==> src/rtl/wdog_rst_pkg.sv <==
package wdog_rst_pkg;
  typedef enum logic {
    PH_RUN  = 1'b0,
    PH_HOLD = 1'b1
  } pulse_phase_e;

  function automatic int unsigned width_for(input int unsigned n);
    return (n <= 2) ? 1 : $clog2(n);
  endfunction
endpackage

==> src/rtl/wdog_tick_gen.sv <==
module wdog_tick_gen (
  input  logic clk,
  input  logic por_n,
  output logic tick_o
);
  logic half_q;

  always_ff @(posedge clk or negedge por_n) begin
    if (!por_n) half_q <= 1'b0;
    else        half_q <= ~half_q;
  end

  assign tick_o = half_q;
endmodule

==> src/rtl/wdog_chan.sv <==
module wdog_chan #(
  parameter int unsigned WDOG_TICKS = 32'd4194304
) (
  input  logic clk,
  input  logic por_n,
  input  logic tick_i,
  input  logic run_i,
  input  logic clr_i,
  input  logic kick_i,
  output logic expire_o
);
  localparam int unsigned CW = wdog_rst_pkg::width_for(WDOG_TICKS);
  localparam logic [CW-1:0] LAST = CW'(WDOG_TICKS - 1);

  logic [CW-1:0] cnt_q;
  logic          at_last;

  assign at_last  = (cnt_q == LAST);
  assign expire_o = run_i & tick_i & at_last;

  always_ff @(posedge clk or negedge por_n) begin
    if (!por_n) begin
      cnt_q <= '0;
    end else if (clr_i) begin
      cnt_q <= '0;
    end else if (kick_i) begin
      cnt_q <= '0;
    end else if (tick_i && !at_last) begin
      cnt_q <= cnt_q + CW'(1);
    end
  end
endmodule

==> src/rtl/wdog_pulse_gen.sv <==
module wdog_pulse_gen #(
  parameter int unsigned NUM_CPU      = 3,
  parameter int unsigned PULSE_CYCLES = 256
) (
  input  logic               clk,
  input  logic               por_n,
  input  logic [NUM_CPU-1:0] wd_exp_i,
  input  logic               sw_i,
  output logic               hold_o,
  output logic               trig_o,
  output logic [NUM_CPU:0]   cause_o
);
  import wdog_rst_pkg::*;

  localparam int unsigned PW = width_for(PULSE_CYCLES);
  localparam logic [PW-1:0] PLAST = PW'(PULSE_CYCLES - 1);

  pulse_phase_e    phase_q;
  logic [PW-1:0]   len_q;
  logic [NUM_CPU:0] cause_q;

  assign trig_o = (phase_q == PH_RUN) & (sw_i | (|wd_exp_i));
  assign hold_o = (phase_q == PH_HOLD);
  assign cause_o = cause_q;

  always_ff @(posedge clk or negedge por_n) begin
    if (!por_n) begin
      phase_q <= PH_RUN;
      len_q   <= '0;
      cause_q <= '0;
    end else begin
      case (phase_q)
        PH_RUN: begin
          if (trig_o) begin
            phase_q <= PH_HOLD;
            len_q   <= '0;
            cause_q <= {sw_i, wd_exp_i};
          end
        end
        PH_HOLD: begin
          if (len_q == PLAST) begin
            phase_q <= PH_RUN;
            len_q   <= '0;
          end else begin
            len_q <= len_q + PW'(1);
          end
        end
        default: phase_q <= PH_RUN;
      endcase
    end
  end
endmodule

==> src/rtl/wdog_rst_ctrl.sv <==
module wdog_rst_ctrl #(
  parameter int unsigned NUM_CPU      = 3,
  parameter int unsigned WDOG_TICKS   = 32'd4194304,
  parameter int unsigned PULSE_CYCLES = 256
) (
  input  logic               clk,
  input  logic               por_n,
  input  logic [NUM_CPU-1:0] kick_i,
  input  logic               sw_rst_i,
  output logic               rst_n_o,
  output logic               io_hiz_o,
  output logic [NUM_CPU:0]   cause_o
);
  logic               tick;
  logic               hold;
  logic               trig;
  logic               clr_all;
  logic [NUM_CPU-1:0] wd_exp;

  wdog_tick_gen u_tick (
    .clk    (clk),
    .por_n  (por_n),
    .tick_o (tick)
  );

  assign clr_all = hold | trig;

  for (genvar g = 0; g < NUM_CPU; g++) begin : g_chan
    wdog_chan #(.WDOG_TICKS(WDOG_TICKS)) u_chan (
      .clk      (clk),
      .por_n    (por_n),
      .tick_i   (tick),
      .run_i    (~hold),
      .clr_i    (clr_all),
      .kick_i   (kick_i[g]),
      .expire_o (wd_exp[g])
    );
  end

  wdog_pulse_gen #(
    .NUM_CPU      (NUM_CPU),
    .PULSE_CYCLES (PULSE_CYCLES)
  ) u_pulse (
    .clk      (clk),
    .por_n    (por_n),
    .wd_exp_i (wd_exp),
    .sw_i     (sw_rst_i),
    .hold_o   (hold),
    .trig_o   (trig),
    .cause_o  (cause_o)
  );

  assign rst_n_o  = ~hold;
  assign io_hiz_o = hold;
endmodule

==> config.mk <==
export PLATFORM = sky130hd
export DESIGN_NAME = wdog_rst_ctrl
export DESIGN_NICKNAME = d
export VERILOG_FILES = /design/src/rtl/wdog_rst_pkg.sv /design/src/rtl/wdog_tick_gen.sv /design/src/rtl/wdog_chan.sv /design/src/rtl/wdog_pulse_gen.sv /design/src/rtl/wdog_rst_ctrl.sv
export SDC_FILE = /design/constraint.sdc
export NUM_CORES = 1
export LEC_CHECK = 0
export BUFFER_PORTS_ARGS = -buffer_cell sky130_fd_sc_hd__buf_4
export CORE_MARGIN = 5
export CORE_UTILIZATION = 57
export DETAILED_ROUTE_END_ITERATION = 16
export GPL_TIMING_DRIVEN = 0
export PLACE_DENSITY = 0.74
export SLEW_MARGIN = 20
export SYNTH_ARGS = -nofsm -noshare
export SYNTH_HDL_FRONTEND = slang
export SYNTH_SLANG_ARGS = --single-unit
export TNS_END_PERCENT = 10
==> constraint.sdc <==
create_clock -name clk -period 2.75 [get_ports clk]
set_input_delay 0.4125 -clock clk [delete_from_list [all_inputs] [get_ports clk]]
set_output_delay 0.4125 -clock clk [all_outputs]
set_load 0.01 [all_outputs]
# ---- Word-level counts from Yosys, hierarchy flattened
# Cells that the tools add are included.
dict set report classes {
  add_sub_neg 4
  eq_ne 5
  muxes 15
  bitwise 9
  reduce_logical 11
}
# op count
set ops {}
lappend ops {{2-to-1 mux 22 bit} 9}
lappend ops {{adder 22 x 1 -> 22 bit (second input constant)} 3}
lappend ops {{== test 22 bit (second input constant)} 3}
lappend ops {{2-to-1 mux 8 bit} 2}
lappend ops {{case mux 8 bit (2 select lines)} 1}
lappend ops {{nonzero test 3 bit} 3}
lappend ops {{adder 8 x 1 -> 8 bit (second input constant)} 1}
lappend ops {{== test 8 bit (second input constant)} 1}
lappend ops {{AND 1 bit} 5}
lappend ops {{logical AND 1 bit} 3}
lappend ops {{zero test 1 bit} 3}
lappend ops {{OR reduction 3 bit} 1}
lappend ops {{2-to-1 mux 1 bit} 2}
lappend ops {{!= test 2 bit (second input constant)} 1}
lappend ops {{inverter 1 bit} 2}
lappend ops {{OR 1 bit} 2}
lappend ops {{case mux 1 bit (2 select lines)} 1}
lappend ops {{AND reduction 2 bit} 1}
dict set report word_totals {
  ff_bits 80
  inputBits 6
  out_inout_bits 6
  word_cells 51
}

# ---- Logic depth before layout (Yosys ltp)
dict set report logic_depth {
  depth_word 8
  mapped_depth 8
  depth_no_buf 6
}

# ---- Modules after synthesis
# Synthesis repeated with hierarchy kept, for this count alone.
dict set report unflattened {
  hier_cells 454
  hier_area_um2 4468.0
}
# mod instances cells_each area_per_inst_um2 seq_area_each_um2
set by_module_without_submodules {}
lappend by_module_without_submodules {wdog_chan 3 129 1260.0 550.5}
lappend by_module_without_submodules {wdog_pulse_gen 1 63 649.4 325.3}
lappend by_module_without_submodules {wdog_tick_gen 1 2 28.8 25.0}
lappend by_module_without_submodules {wdog_rst_ctrl 1 2 10.0 0.0}

# ---- Worst setup path before layout
# OpenSTA, ideal clock, no wires.
dict set report synth_timing {
  path_kind {reg2reg}
  start {register g_chan[0].u_chan.cnt_q[13]}
  end {register g_chan[2].u_chan.cnt_q[0]}
  setup_ns 0.134
  arrival_time_ns 2.003
  required_ns 2.616
  slack_ns 0.613
  stages_incl_launch_ff 9
  n_path_buf 3
  synth_period_minus_slack_ns 2.137
  path_cell_list {dfrtp_1 > nand4_1 > or4_1 > buf_2 > or2_4 > a21oi_4 > buf_6 > buf_4 > nor3_1}
}
dict set report synth_via {
  elab_chain_len 7
  elab_cells_between_ends 8
  classes_between {eq/ne (1); mux (1); bitwise (4); reduce/logical (2)}
}
# element line
set synth_lines {}
lappend synth_lines {{start, declared} wdog_chan.sv:15} ;# logic [CW-1:0] cnt_q;
lappend synth_lines {{start signal, assigned} wdog_chan.sv:29} ;# cnt_q <= cnt_q + CW'(1);
lappend synth_lines {{== test 22 bit (*)} wdog_chan.sv:18} ;# assign at_last = (cnt_q == LAST);
lappend synth_lines {{AND 1 bit (*)} wdog_chan.sv:19} ;# assign expire_o = run_i & tick_i & at_last;
lappend synth_lines {{OR reduction 3 bit (*)} wdog_pulse_gen.sv:22} ;# assign trig_o = (phase_q == PH_RUN) & (sw_i | (|wd_exp_i));
lappend synth_lines {{OR 1 bit (*)} wdog_pulse_gen.sv:22}
lappend synth_lines {{AND 1 bit (*)} wdog_pulse_gen.sv:22}
lappend synth_lines {{OR 1 bit (*)} wdog_rst_ctrl.sv:26} ;# assign clr_all = hold | trig;
lappend synth_lines {{nonzero test 3 bit (no line) or 2-to-1 mux 22 bit (tied branches)} n/a}
lappend synth_lines {{end signal, assigned} wdog_chan.sv:29}
lappend synth_lines {{end, declared} wdog_chan.sv:15}
# Mark *: on every way between the ends. The rest lies on a longest branch, timed or not.
# A chain may end at the register's enable or synchronous reset.

# ---- Worst setup path in the final report
dict set report layout_timing {
  start {register g_chan[1].u_chan.cnt_q[6]}
  end {register g_chan[2].u_chan.cnt_q[5]}
}
dict set report layout_via {
  elab_chain_len 7
  elab_cells_between_ends 8
  classes_between {eq/ne (1); mux (1); bitwise (4); reduce/logical (2)}
}
# element line
set layout_lines {}
lappend layout_lines {{start, declared} wdog_chan.sv:15}
lappend layout_lines {{start signal, assigned} wdog_chan.sv:29}
lappend layout_lines {{== test 22 bit (*)} wdog_chan.sv:18}
lappend layout_lines {{AND 1 bit (*)} wdog_chan.sv:19}
lappend layout_lines {{OR reduction 3 bit (*)} wdog_pulse_gen.sv:22}
lappend layout_lines {{OR 1 bit (*)} wdog_pulse_gen.sv:22}
lappend layout_lines {{AND 1 bit (*)} wdog_pulse_gen.sv:22}
lappend layout_lines {{OR 1 bit (*)} wdog_rst_ctrl.sv:26}
lappend layout_lines {{nonzero test 3 bit (no line) or 2-to-1 mux 22 bit (tied branches)} n/a}
# Marked as above.

==> impl_metrics.env <==
export IMPL_dr_wl_met3_um=433
export IMPL_die_x_um=97.7
export IMPL_outcome="finished clean"
export IMPL_worst_ep_required_time_ps=2960
export IMPL_dr_wl_met2_um=4800
export IMPL_postSynthCellCount=469
export IMPL_drc=0
export IMPL_top_layer="met4"
export IMPL_diodes=0
export IMPL_fmax_mhz=394
export IMPL_setup_viol=0
export IMPL_pin_count=12
export IMPL_antenna_found_initial=0
export IMPL_drive_gt1_frac=0.0827
export IMPL_detail_route_first_pass_iterations=4
export IMPL_worst_slack_ps=213
export IMPL_fin_crit_ps=2540
export IMPL_yosysUniqueCellTypes=50
export IMPL_finalInstanceArea_um2=4790
export IMPL_cts_setup_buffers=0
export IMPL_routed_wl_um=10000
export IMPL_startpoint_type="register"
export IMPL_power_density_nw_per_um2=437
export IMPL_synth_edf_count=0
export IMPL_postCtsHoldBufs=0
export IMPL_syn_cell_area_um2=4380
export IMPL_drt_iter0_drc=206
export IMPL_hold_viol=0
export IMPL_intPower_w=0.00165
export IMPL_placed_cell_area_um2=4590
export IMPL_leakagePower_nw=1.76
export IMPL_clockRootBuffer="clkbuf_8"
export IMPL_cts_sinks=80
export IMPL_grt_usage=0.219
export IMPL_p_sw_w=0.000448
export IMPL_grt_pass1_vias=3560
export IMPL_io_buffers=11
export IMPL_num_vias=3709
export IMPL_wl_per_cell_um=16.8
export IMPL_finalNetCount=501
export IMPL_arrival_ps=2750
export IMPL_post_dp_hpwl_um=6750
export IMPL_yosysWarnings=0
export IMPL_holdCritPathClass="input port to asynchronous set/reset pin"
export IMPL_ant_nets=0
export IMPL_cts_buffers=9
export IMPL_power_total_w=0.00210
export IMPL_p_clk_frac=0.425
export IMPL_finalSetupTns_ps=0
export IMPL_endpoint_kind="register"
export IMPL_min_period_over_period=0.923
export IMPL_place_ws_ps=295
export IMPL_gp_congestion=0.857
export IMPL_fp_row_count=32
export IMPL_htreeDepth=3
export IMPL_syn_nets=479
export IMPL_netSwitchingFraction=0.214
export IMPL_finalMaxSlewViolations=0
export IMPL_post_cts_resized=0
export IMPL_crit_fanout=10
export IMPL_slew_headroom=0.290
export IMPL_comb_power_share=0.014
export IMPL_async_flop_share=1.00
export IMPL_sequentialPowerShare=0.561
export IMPL_grt_pass1_wl_um=17400
export IMPL_critical_path_class="register to register"
export IMPL_ys_flop_type="dfrtp_1"
export IMPL_clock_path_buffers=2
export IMPL_cts_tree="yes"
export IMPL_die_area_um2=9540
export IMPL_fin_worst_skew_ps=12.0
export IMPL_vdd_drop_max_mv=0.527
export IMPL_max_cap_violations=0
export IMPL_grt_max_degree=81
export IMPL_rsz0062_at_grt="false"
export IMPL_path_clk_slew_ps=80
export IMPL_synth_seq_cells=80
export IMPL_die_h_um=97.7
export IMPL_avgSynthCellArea_um2=9.34
export IMPL_area_growth_pct=9.43
export IMPL_coreArea_um2=7610
export IMPL_tightest_slew_ps=1050
export IMPL_m1WireLength_um=4690
export IMPL_clk_latency_ps=360
export IMPL_viasPerCell=6.20
export IMPL_yosysSeqAreaShare=0.457
export IMPL_start_util=0.576
export IMPL_utilization=0.630
export IMPL_grt_overflow=0
==> synthesized netlist by cell type (2+ instances only) <==
library cell,instances,area share
o31ai_1,5,0.0086
o211ai_1,12,0.021
xnor2_1,20,0.040
nor3_1,54,0.062
or4_1,9,0.015
buf_6,2,0.0051
a2111oi_0,2,0.0040
clkbuf_1,17,0.015
ha_1,4,0.011
a2bb2oi_1,2,0.0040
o2111ai_1,2,0.0040
inv_1,17,0.015
and4_1,3,0.0060
nand4_1,14,0.020
buf_2,6,0.0069
nand2_1,37,0.032
o22ai_1,3,0.0043
a21oi_1,9,0.010
o21ai_0,22,0.025
and2_1,3,0.0043
nor2b_1,2,0.0029
a211oi_1,19,0.033
nor4b_1,4,0.0080
or3_1,21,0.030
nor2_1,13,0.011
a31oi_1,4,0.0057
and3_1,11,0.016
dfrtp_1,80,0.46
nor4_1,12,0.017
nand3_1,18,0.021
mux2i_1,6,0.014
xor2_1,17,0.034
nand2b_1,2,0.0029
==> power by group through the flow <==
stage	logic (W)	registers (W)	clock network [W]
floorplan	0.000000872	0.00120	0
global placement	0.0000310	0.00120	0
detailed placement	0.0000317	0.00120	0
CTS	0.0000316	0.00118	0.000912
global route	0.0000362	0.00118	0.000962
finish	0.0000302	0.00118	0.000891
==> final timing paths <==
path	startpoint	to	slack [ps]	cells past startpoint
max	g_chan[1].u_chan.cnt_q[6]	g_chan[2].u_chan.cnt_q[5]	210	7
min	por_n	g_chan[1].u_chan.cnt_q[9]	70	1
max reg2reg	g_chan[1].u_chan.cnt_q[6]	g_chan[2].u_chan.cnt_q[5]	210	7
min reg2reg	u_pulse.len_q[2]	u_pulse.len_q[2]	530	1
max in group asynchronous	por_n	g_chan[2].u_chan.cnt_q[6]	2140	1
min in group clk	sw_rst_i	u_pulse.cause_o[3]	400	3
==> logic make-up after synthesis <==
kind of cell               Yosys count  share of synthesized area
xor gates and xnor gates            37                     0.0740
AOI/OAI and AO/OA                   89                      0.139
adders and majority gates            4                     0.0114
buffers and inverters               44                     0.0437
and+or+nand+nor                    209                      0.261
muxes                                6                     0.0137
DFF                                 80                      0.457
==> per-stage QoR <==
| stage | hold WS [ps] | std cells |
|---|---|---|
| floorplan | 117 | 469 |
| detailed placement | 519 | 582 |
| global placement | 485 | 582 |
| CTS | 259 | 598 |
| global route | 134 | 598 |
| finish | 67.8 | 598 |
==> final cells by class <==
cell class	instances	area, µm²
repair buffers	11	86.3
multi-input cells	345	2190
flip-flops and latches	80	2000
clock inverters	3	40.0
well taps	102	128
clock buffers	13	159
inverters	17	63.8
fillers	673	2820
plain buffers	27	128
==> metal layers <==
layer  track usage  vias up
met4        0.0650        0
met3        0.0431       12
met5             0        -
met1         0.307     1828
li1              -     1784
met2         0.343       85
==> critical path, cell delays in order (launching register included) <==
cell	delay, ps
dfrtp_1	430
nand3_1	230
nor4_2	640
a2bb2oi_1	350
a21oi_4	280
buf_6	190
buf_4	200
nor3_1	80
==> sequential cells by signal, summed over array words and instances (netlist names) <==
| signal | count |
|---|---|
| u_pulse.cause_o | 4 |
| u_pulse.hold_o | 1 |
| u_pulse.len_q | 8 |
| u_tick.tick_o | 1 |
| g_chan.u_chan.cnt_q | 66 |
==> cells in the final DEF (no fill, tap or decap), types with 12 or more instances in the layout <==
cell / n
dfrtp_1: 80
nor2_1: 13
clkbuf_1: 19
nor4_1: 12
xor2_1: 17
inv_1: 17
xnor2_1: 20
nand3_1: 18
o21ai_0: 22
a211oi_1: 19
or3_1: 21
nand2_1: 37
nand4_1: 14
o211ai_1: 12
nor3_1: 54
No activity file was read; power rests on OpenSTA's default activity.
